==> src/rtl/sof_cap_pkg.sv <==
package sof_cap_pkg;
   localparam int ADDR_W = 2;

   typedef enum logic [ADDR_W-1:0] {
      REG_HI   = 2'd0,
      REG_LO   = 2'd1,
      REG_FLAG = 2'd2,
      REG_NONE = 2'd3
   } reg_sel_e;
endpackage

==> src/rtl/sof_stamp_reg.sv <==
module sof_stamp_reg #(
   parameter int FRAME_W = 11
) (
   input  logic               clk,
   input  logic               rst_n,
   input  logic               sof_strobe,
   input  logic [FRAME_W-1:0] sof_frame,
   input  logic               sof_crc_ok,
   input  logic               mark_en,
   input  logic               flag_clr,
   output logic [FRAME_W-1:0] stamp,
   output logic               event_flag,
   output logic               err_pulse
);
   logic good_sof;
   logic bad_sof;

   assign good_sof = sof_strobe && sof_crc_ok;
   assign bad_sof  = sof_strobe && !sof_crc_ok;

   always_ff @(posedge clk or negedge rst_n) begin
      if (!rst_n) begin
         stamp <= '0;
      end else if (good_sof) begin
         stamp <= sof_frame;
      end
   end

   // a new token wins over a software clear in the same cycle
   always_ff @(posedge clk or negedge rst_n) begin
      if (!rst_n) begin
         event_flag <= 1'b0;
      end else if (sof_strobe) begin
         event_flag <= 1'b1;
      end else if (flag_clr) begin
         event_flag <= 1'b0;
      end
   end

   always_ff @(posedge clk or negedge rst_n) begin
      if (!rst_n) begin
         err_pulse <= 1'b0;
      end else begin
         err_pulse <= bad_sof && !mark_en;
      end
   end

   a_r2_load_good: assert property (@(posedge clk) disable iff (!rst_n)
      (sof_strobe && sof_crc_ok) |=> (stamp == $past(sof_frame)));
   a_r3_hold_bad: assert property (@(posedge clk) disable iff (!rst_n)
      (sof_strobe && !sof_crc_ok) |=> $stable(stamp));
   a_r4_flag_set: assert property (@(posedge clk) disable iff (!rst_n)
      sof_strobe |=> event_flag);
   a_r5_flag_clear: assert property (@(posedge clk) disable iff (!rst_n)
      (flag_clr && !sof_strobe) |=> !event_flag);
   a_r6_err_pulse: assert property (@(posedge clk) disable iff (!rst_n)
      (sof_strobe && !sof_crc_ok && !mark_en) |=> err_pulse);
   a_r6_err_quiet: assert property (@(posedge clk) disable iff (!rst_n)
      !(sof_strobe && !sof_crc_ok && !mark_en) |=> !err_pulse);
endmodule

==> src/rtl/sof_shadow_latch.sv <==
module sof_shadow_latch #(
   parameter int DATA_W = 8
) (
   input  logic              clk,
   input  logic              rst_n,
   input  logic              load,
   input  logic [DATA_W-1:0] stamp_lo,
   output logic [DATA_W-1:0] shadow
);
   always_ff @(posedge clk or negedge rst_n) begin
      if (!rst_n) begin
         shadow <= '0;
      end else if (load) begin
         shadow <= stamp_lo;
      end
   end

   a_r8_shadow_load: assert property (@(posedge clk) disable iff (!rst_n)
      load |=> (shadow == $past(stamp_lo)));
   a_r8_shadow_hold: assert property (@(posedge clk) disable iff (!rst_n)
      !load |=> $stable(shadow));
endmodule

==> src/rtl/sof_read_mux.sv <==
module sof_read_mux
   import sof_cap_pkg::*;
#(
   parameter int FRAME_W   = 11,
   parameter int DATA_W    = 8,
   parameter bit RDATA_REG = 1'b0
) (
   input  logic               clk,
   input  logic               rst_n,
   input  logic               rd_en,
   input  logic [ADDR_W-1:0]  addr,
   input  logic [FRAME_W-1:0] stamp,
   input  logic [DATA_W-1:0]  shadow,
   input  logic               event_flag,
   output logic [DATA_W-1:0]  rdata
);
   localparam int HI_W = FRAME_W - DATA_W;

   logic [DATA_W-1:0] mux_val;

   always_comb begin
      mux_val = '0;
      if (rd_en) begin
         unique case (addr)
            REG_HI:   mux_val = {{(DATA_W-HI_W){1'b0}}, stamp[FRAME_W-1:DATA_W]};
            REG_LO:   mux_val = shadow;
            REG_FLAG: mux_val = {{(DATA_W-1){1'b0}}, event_flag};
            default:  mux_val = '0;
         endcase
      end
   end

   generate
      if (RDATA_REG) begin : g_reg_out
         always_ff @(posedge clk or negedge rst_n) begin
            if (!rst_n) begin
               rdata <= '0;
            end else begin
               rdata <= mux_val;
            end
         end
      end else begin : g_comb_out
         assign rdata = mux_val;
      end
   endgenerate

   a_r7_hi_reserved: assert property (@(posedge clk) disable iff (!rst_n)
      (rd_en && addr == REG_HI) |-> (mux_val[DATA_W-1:HI_W] == '0));
   a_r10_idle_zero: assert property (@(posedge clk) disable iff (!rst_n)
      !rd_en |-> (mux_val == '0));
   a_r4_flag_reserved: assert property (@(posedge clk) disable iff (!rst_n)
      (rd_en && addr == REG_FLAG) |-> (mux_val[DATA_W-1:1] == '0));
endmodule

==> src/rtl/sof_frame_capture.sv <==
module sof_frame_capture
   import sof_cap_pkg::*;
#(
   parameter int FRAME_W   = 11,
   parameter int DATA_W    = 8,
   parameter bit RDATA_REG = 1'b0
) (
   input  logic               clk,
   input  logic               rst_n,
   input  logic               sof_strobe,
   input  logic [FRAME_W-1:0] sof_frame,
   input  logic               sof_crc_ok,
   input  logic               mark_en,
   input  logic               rd_en,
   input  logic               wr_en,
   input  logic [ADDR_W-1:0]  addr,
   input  logic [DATA_W-1:0]  wdata,
   output logic [DATA_W-1:0]  rdata,
   output logic               sof_event,
   output logic               sof_err
);
   localparam int HI_W = FRAME_W - DATA_W;

   generate
      if (HI_W < 1 || HI_W > DATA_W) begin : g_bad_width
         $error("sof_frame_capture: FRAME_W must lie in DATA_W+1 .. 2*DATA_W");
      end
   endgenerate

   logic [FRAME_W-1:0] stamp;
   logic [DATA_W-1:0]  shadow;
   logic               event_flag;
   logic               hi_read;
   logic               flag_clr;

   assign hi_read  = rd_en && (addr == REG_HI);
   assign flag_clr = wr_en && (addr == REG_FLAG) && wdata[0];

   sof_stamp_reg #(.FRAME_W(FRAME_W)) u_stamp (
      .clk        (clk),
      .rst_n      (rst_n),
      .sof_strobe (sof_strobe),
      .sof_frame  (sof_frame),
      .sof_crc_ok (sof_crc_ok),
      .mark_en    (mark_en),
      .flag_clr   (flag_clr),
      .stamp      (stamp),
      .event_flag (event_flag),
      .err_pulse  (sof_err)
   );

   sof_shadow_latch #(.DATA_W(DATA_W)) u_shadow (
      .clk      (clk),
      .rst_n    (rst_n),
      .load     (hi_read),
      .stamp_lo (stamp[DATA_W-1:0]),
      .shadow   (shadow)
   );

   sof_read_mux #(.FRAME_W(FRAME_W), .DATA_W(DATA_W), .RDATA_REG(RDATA_REG)) u_rmux (
      .clk        (clk),
      .rst_n      (rst_n),
      .rd_en      (rd_en),
      .addr       (addr),
      .stamp      (stamp),
      .shadow     (shadow),
      .event_flag (event_flag),
      .rdata      (rdata)
   );

   assign sof_event = event_flag;

   a_r9_same_cycle: assert property (@(posedge clk) disable iff (!rst_n)
      (hi_read && sof_strobe && sof_crc_ok) |=> (shadow == $past(stamp[DATA_W-1:0])));
   a_r10_lo_read_quiet: assert property (@(posedge clk) disable iff (!rst_n)
      (rd_en && addr == REG_LO && !sof_strobe) |=> ($stable(stamp) && $stable(shadow)));
endmodule

==> config.mk <==
export PLATFORM = sky130hd
export DESIGN_NAME = sof_frame_capture
export DESIGN_NICKNAME = d
export VERILOG_FILES = /design/src/rtl/sof_cap_pkg.sv /design/src/rtl/sof_stamp_reg.sv /design/src/rtl/sof_shadow_latch.sv /design/src/rtl/sof_read_mux.sv /design/src/rtl/sof_frame_capture.sv
export SDC_FILE = /design/constraint.sdc
export NUM_CORES = 1
export LEC_CHECK = 0
export BUFFER_PORTS_ARGS = -buffer_cell sky130_fd_sc_hd__buf_2
export CORE_MARGIN = 4
export CORE_UTILIZATION = 49
export CTS_BUF_LIST = sky130_fd_sc_hd__clkbuf_4
export DETAILED_ROUTE_END_ITERATION = 12
export PLACE_DENSITY = 0.88
export SLEW_MARGIN = 20
export SYNTH_ARGS = -nofsm -noshare
export SYNTH_HDL_FRONTEND = slang
export SYNTH_HIERARCHICAL = 1
export SYNTH_SLANG_ARGS = --single-unit
==> constraint.sdc <==
create_clock -name clk -period 1.2 [get_ports clk]
set_clock_uncertainty 0.2 [all_clocks]
set_input_delay 0.12 -clock clk [delete_from_list [all_inputs] [get_ports clk]]
set_output_delay 0.12 -clock clk [all_outputs]
set_load 0.05 [all_outputs]
==> flow_summary.json <==
{
  "die_w_um": 52.6,
  "grt_pass1_wl_um": 3790,
  "min_path_cells": 3,
  "critPathBufInv": 1,
  "vias": 724,
  "synthCells": 64,
  "whs_endpoint": "u_stamp/stamp[4]",
  "num_antenna_cells": 0,
  "ys.flop_type": "dfrtp_1",
  "path_delay_family": "flip-flops",
  "r2r_end": "u_shadow/shadow[6]",
  "cts.path.max_buffers": 2,
  "cts_root_buf": "clkbuf_4",
  "antenna_found_initial": 0,
  "cts_tree": "yes",
  "max_slew_margin_pct": 69.4,
  "grt_max_degree": 22,
  "setup_viol": 9,
  "hold_violations": 0,
  "htreeDepth": 1,
  "cts_sinks": 21,
  "required_ns": 0.88,
  "routed_wl_um": 2330,
  "dp_cells": 124,
  "place.gp.congestion": 0.718,
  "max_freq_mhz": 643,
  "synth_area_um2": 975,
  "cp_slowest_cell": "dfrtp_1",
  "r2r-start": "u_shadow/shadow[6]",
  "nets": 156,
  "core_um2": 1800,
  "overflow": 0,
  "grt_pass1_vias": 802,
  "yosys_warnings": 6,
  "p_total_mw": 1.89,
  "grt.total_usage_pct": 19.3,
  "power.leakage_nw": 0.779,
  "drv_cap": 0,
  "die_area_um2": 2770,
  "die_h_um": 52.6,
  "worstPathCellList": "mux2i_1 > o21ai_1 > and2_4 > buf_8",
  "violations": "setup timing",
  "cpPeakStageDelay_ns": 0.41,
  "io_pins": 38,
  "yosysSeqAreaShare_pct": 53.9,
  "critical_path_class": "flop to output port",
  "synthToLayoutAreaGrowth_pct": 58.7,
  "post-route-period-util_pct": 130,
  "drcViolationCount": 0,
  "power_density_nw_per_um2": 1220,
  "start_util_pct": 54.1,
  "first_pass_iters": 3,
  "rrSetupSlack_ns": 0.01,
  "final_cells": 152,
  "path_max_fanout": 2,
  "wl_per_cell_um": 15.3,
  "holdCritPathClass": "input port to flop",
  "drive_gt1_share_pct": 63.8,
  "ant_nets": 0,
  "avgSynthCellArea_um2": 15.2,
  "numCtsBuffers": 3,
  "maxSlewViolCount": 0,
  "rsz0062_at_grt": "yes",
  "worstHoldStart": "sof_crc_ok",
  "fp-row-count": 15,
  "vias_per_cell": 4.76,
  "initialDrtViolationCount": 6,
  "end_kind": "output port",
  "fin_ws_ns": -0.356,
  "cp.arrival_ns": 1.24,
  "synth_edf_count": 0,
  "clk_latency_ns": 0.29,
  "reg2regPathDepth": 3,
  "start_kind": "flop",
  "worst_pin_slew_ns": 0.460,
  "ys_ff_latch": 21,
  "ys_types": 16,
  "synthArstFlopShare_pct": 100,
  "outcome": "finished with violations",
  "hold_slack_ns": 0.00836,
  "peakVddDrop_v": 0.000851,
  "synth_fp_nets": 92,
  "clk_pin_slew_ns": 0.11,
  "period_minus_slack_ns": 1.56,
  "port_buffers": 30,
  "n_fill_cell": 101
}
[per-stage QoR]
stage | area, µm² | setup WS [ns] | util (%) | setup TNS [ns]
after floorplan | 982 | -0.0976 | - | -0.0976
after global placement | 1210 | -0.0754 | 67.2 | -0.660
after detailed placement | 1210 | -0.100 | 67.2 | -1.01
after CTS | 1530 | -0.361 | 84.8 | -1.31
after global routing | 1550 | -0.415 | 85.8 | -1.82
final | 1550 | -0.356 | 85.8 | -1.25
[cells by family after synthesis]
group,synth area share (%)
mux,32.0
buf+inv,2.70
flops,53.9
simple gates,10.0
compound gates,1.41
[worst max path at each step]
stage	start	end	slack, ns	cells past startpoint
after floorplan	u_stamp/event_flag	rdata[0]	-0.1	3
after global placement	u_shadow/shadow[0]	rdata[0]	-0.08	4
after detailed placement	u_stamp/stamp[8]	rdata[0]	-0.10	4
after CTS	u_stamp/stamp[8]	rdata[0]	-0.36	4
after global routing	u_shadow/shadow[0]	rdata[0]	-0.41	4
final	u_stamp/stamp[8]	rdata[0]	-0.36	4
[sequential cells by signal (all words and copies together) (netlist names)]
name,count
u_shadow/shadow,8
u_stamp/err_pulse,1
u_stamp/event_flag,1
u_stamp/stamp,11
[area by class of cell]
cell class | count | area [µm²] | area share (%)
inverter | 1 | 3.75 | 0.243
sequential | 21 | 527 | 34.1
timing repair buffer | 61 | 507 | 32.8
multi-input combinational | 40 | 448 | 29.0
tap | 25 | 31.3 | 2.02
clock buffer | 4 | 30.0 | 1.94
[synth_stat cells, types with 2 or more instances]
library cell	n	area, µm²
nor3b_1	2	15.0
and2_1	6	37.5
dfrtp_1	21	526
nor2_1	3	11.3
mux2i_1	3	30.0
buf_6	2	22.5
mux2_4	18	270
[layout by cell type (no fill, tap or decap)]
cell type and instances:
buf_2 20, dfrtp_1 20, mux2_4 18, dlygate4sd3_1 15
buf_4 14, buf_6 9, and2_4 6, clkbuf_4 4
mux2i_1 3, buf_8 2, nor2_2 2, and4b_1 1
nor3b_2 1, nand2_1 1, nor2_1 1, nand2b_1 1
nand3b_1 1, o21ai_1 1, nand2_2 1, inv_1 1
a21o_2 1, mux2_2 1, nor3b_1 1, dfrtp_2 1
buf_12 1
[where the power goes]
| group | total, mW | internal, mW | switching, mW |
|---|---|---|---|
| sequential | 0.911 | 0.839 | 0.0714 |
| clock | 0.353 | 0.152 | 0.201 |
| combinational | 0.626 | 0.397 | 0.229 |
| total | 1.89 | 1.39 | 0.501 |
[per-layer routing]
metal	part of all wire, %	up-vias	track usage (%)	wire (µm)
met1	42	360	22.2	983
met2	54	17	35.5	1260
met4	0	0	5.96	0
met3	3.4	0	3.70	78
li1	-	347	-	-
met5	0	-	0	0
[worst register-to-register path: cells and delay by family, from the launching register on]
kind,cells,cell delay [ns]
flip-flops,1,0.39
multiplexers,1,0.26
buffers and inverters,2,0.25
[what timing repair did]
item / CTS / global route
buffers inserted: 7 / 2
cloned: 0 / 0
resized for setup: 28 / 1
setup endpoints to repair: 10 / 10
pin swaps: 2 / 1
hold buffers: 15 / 0
endpoints found under the hold margin: 34 / 0
(Power assumes the default switching activity.)
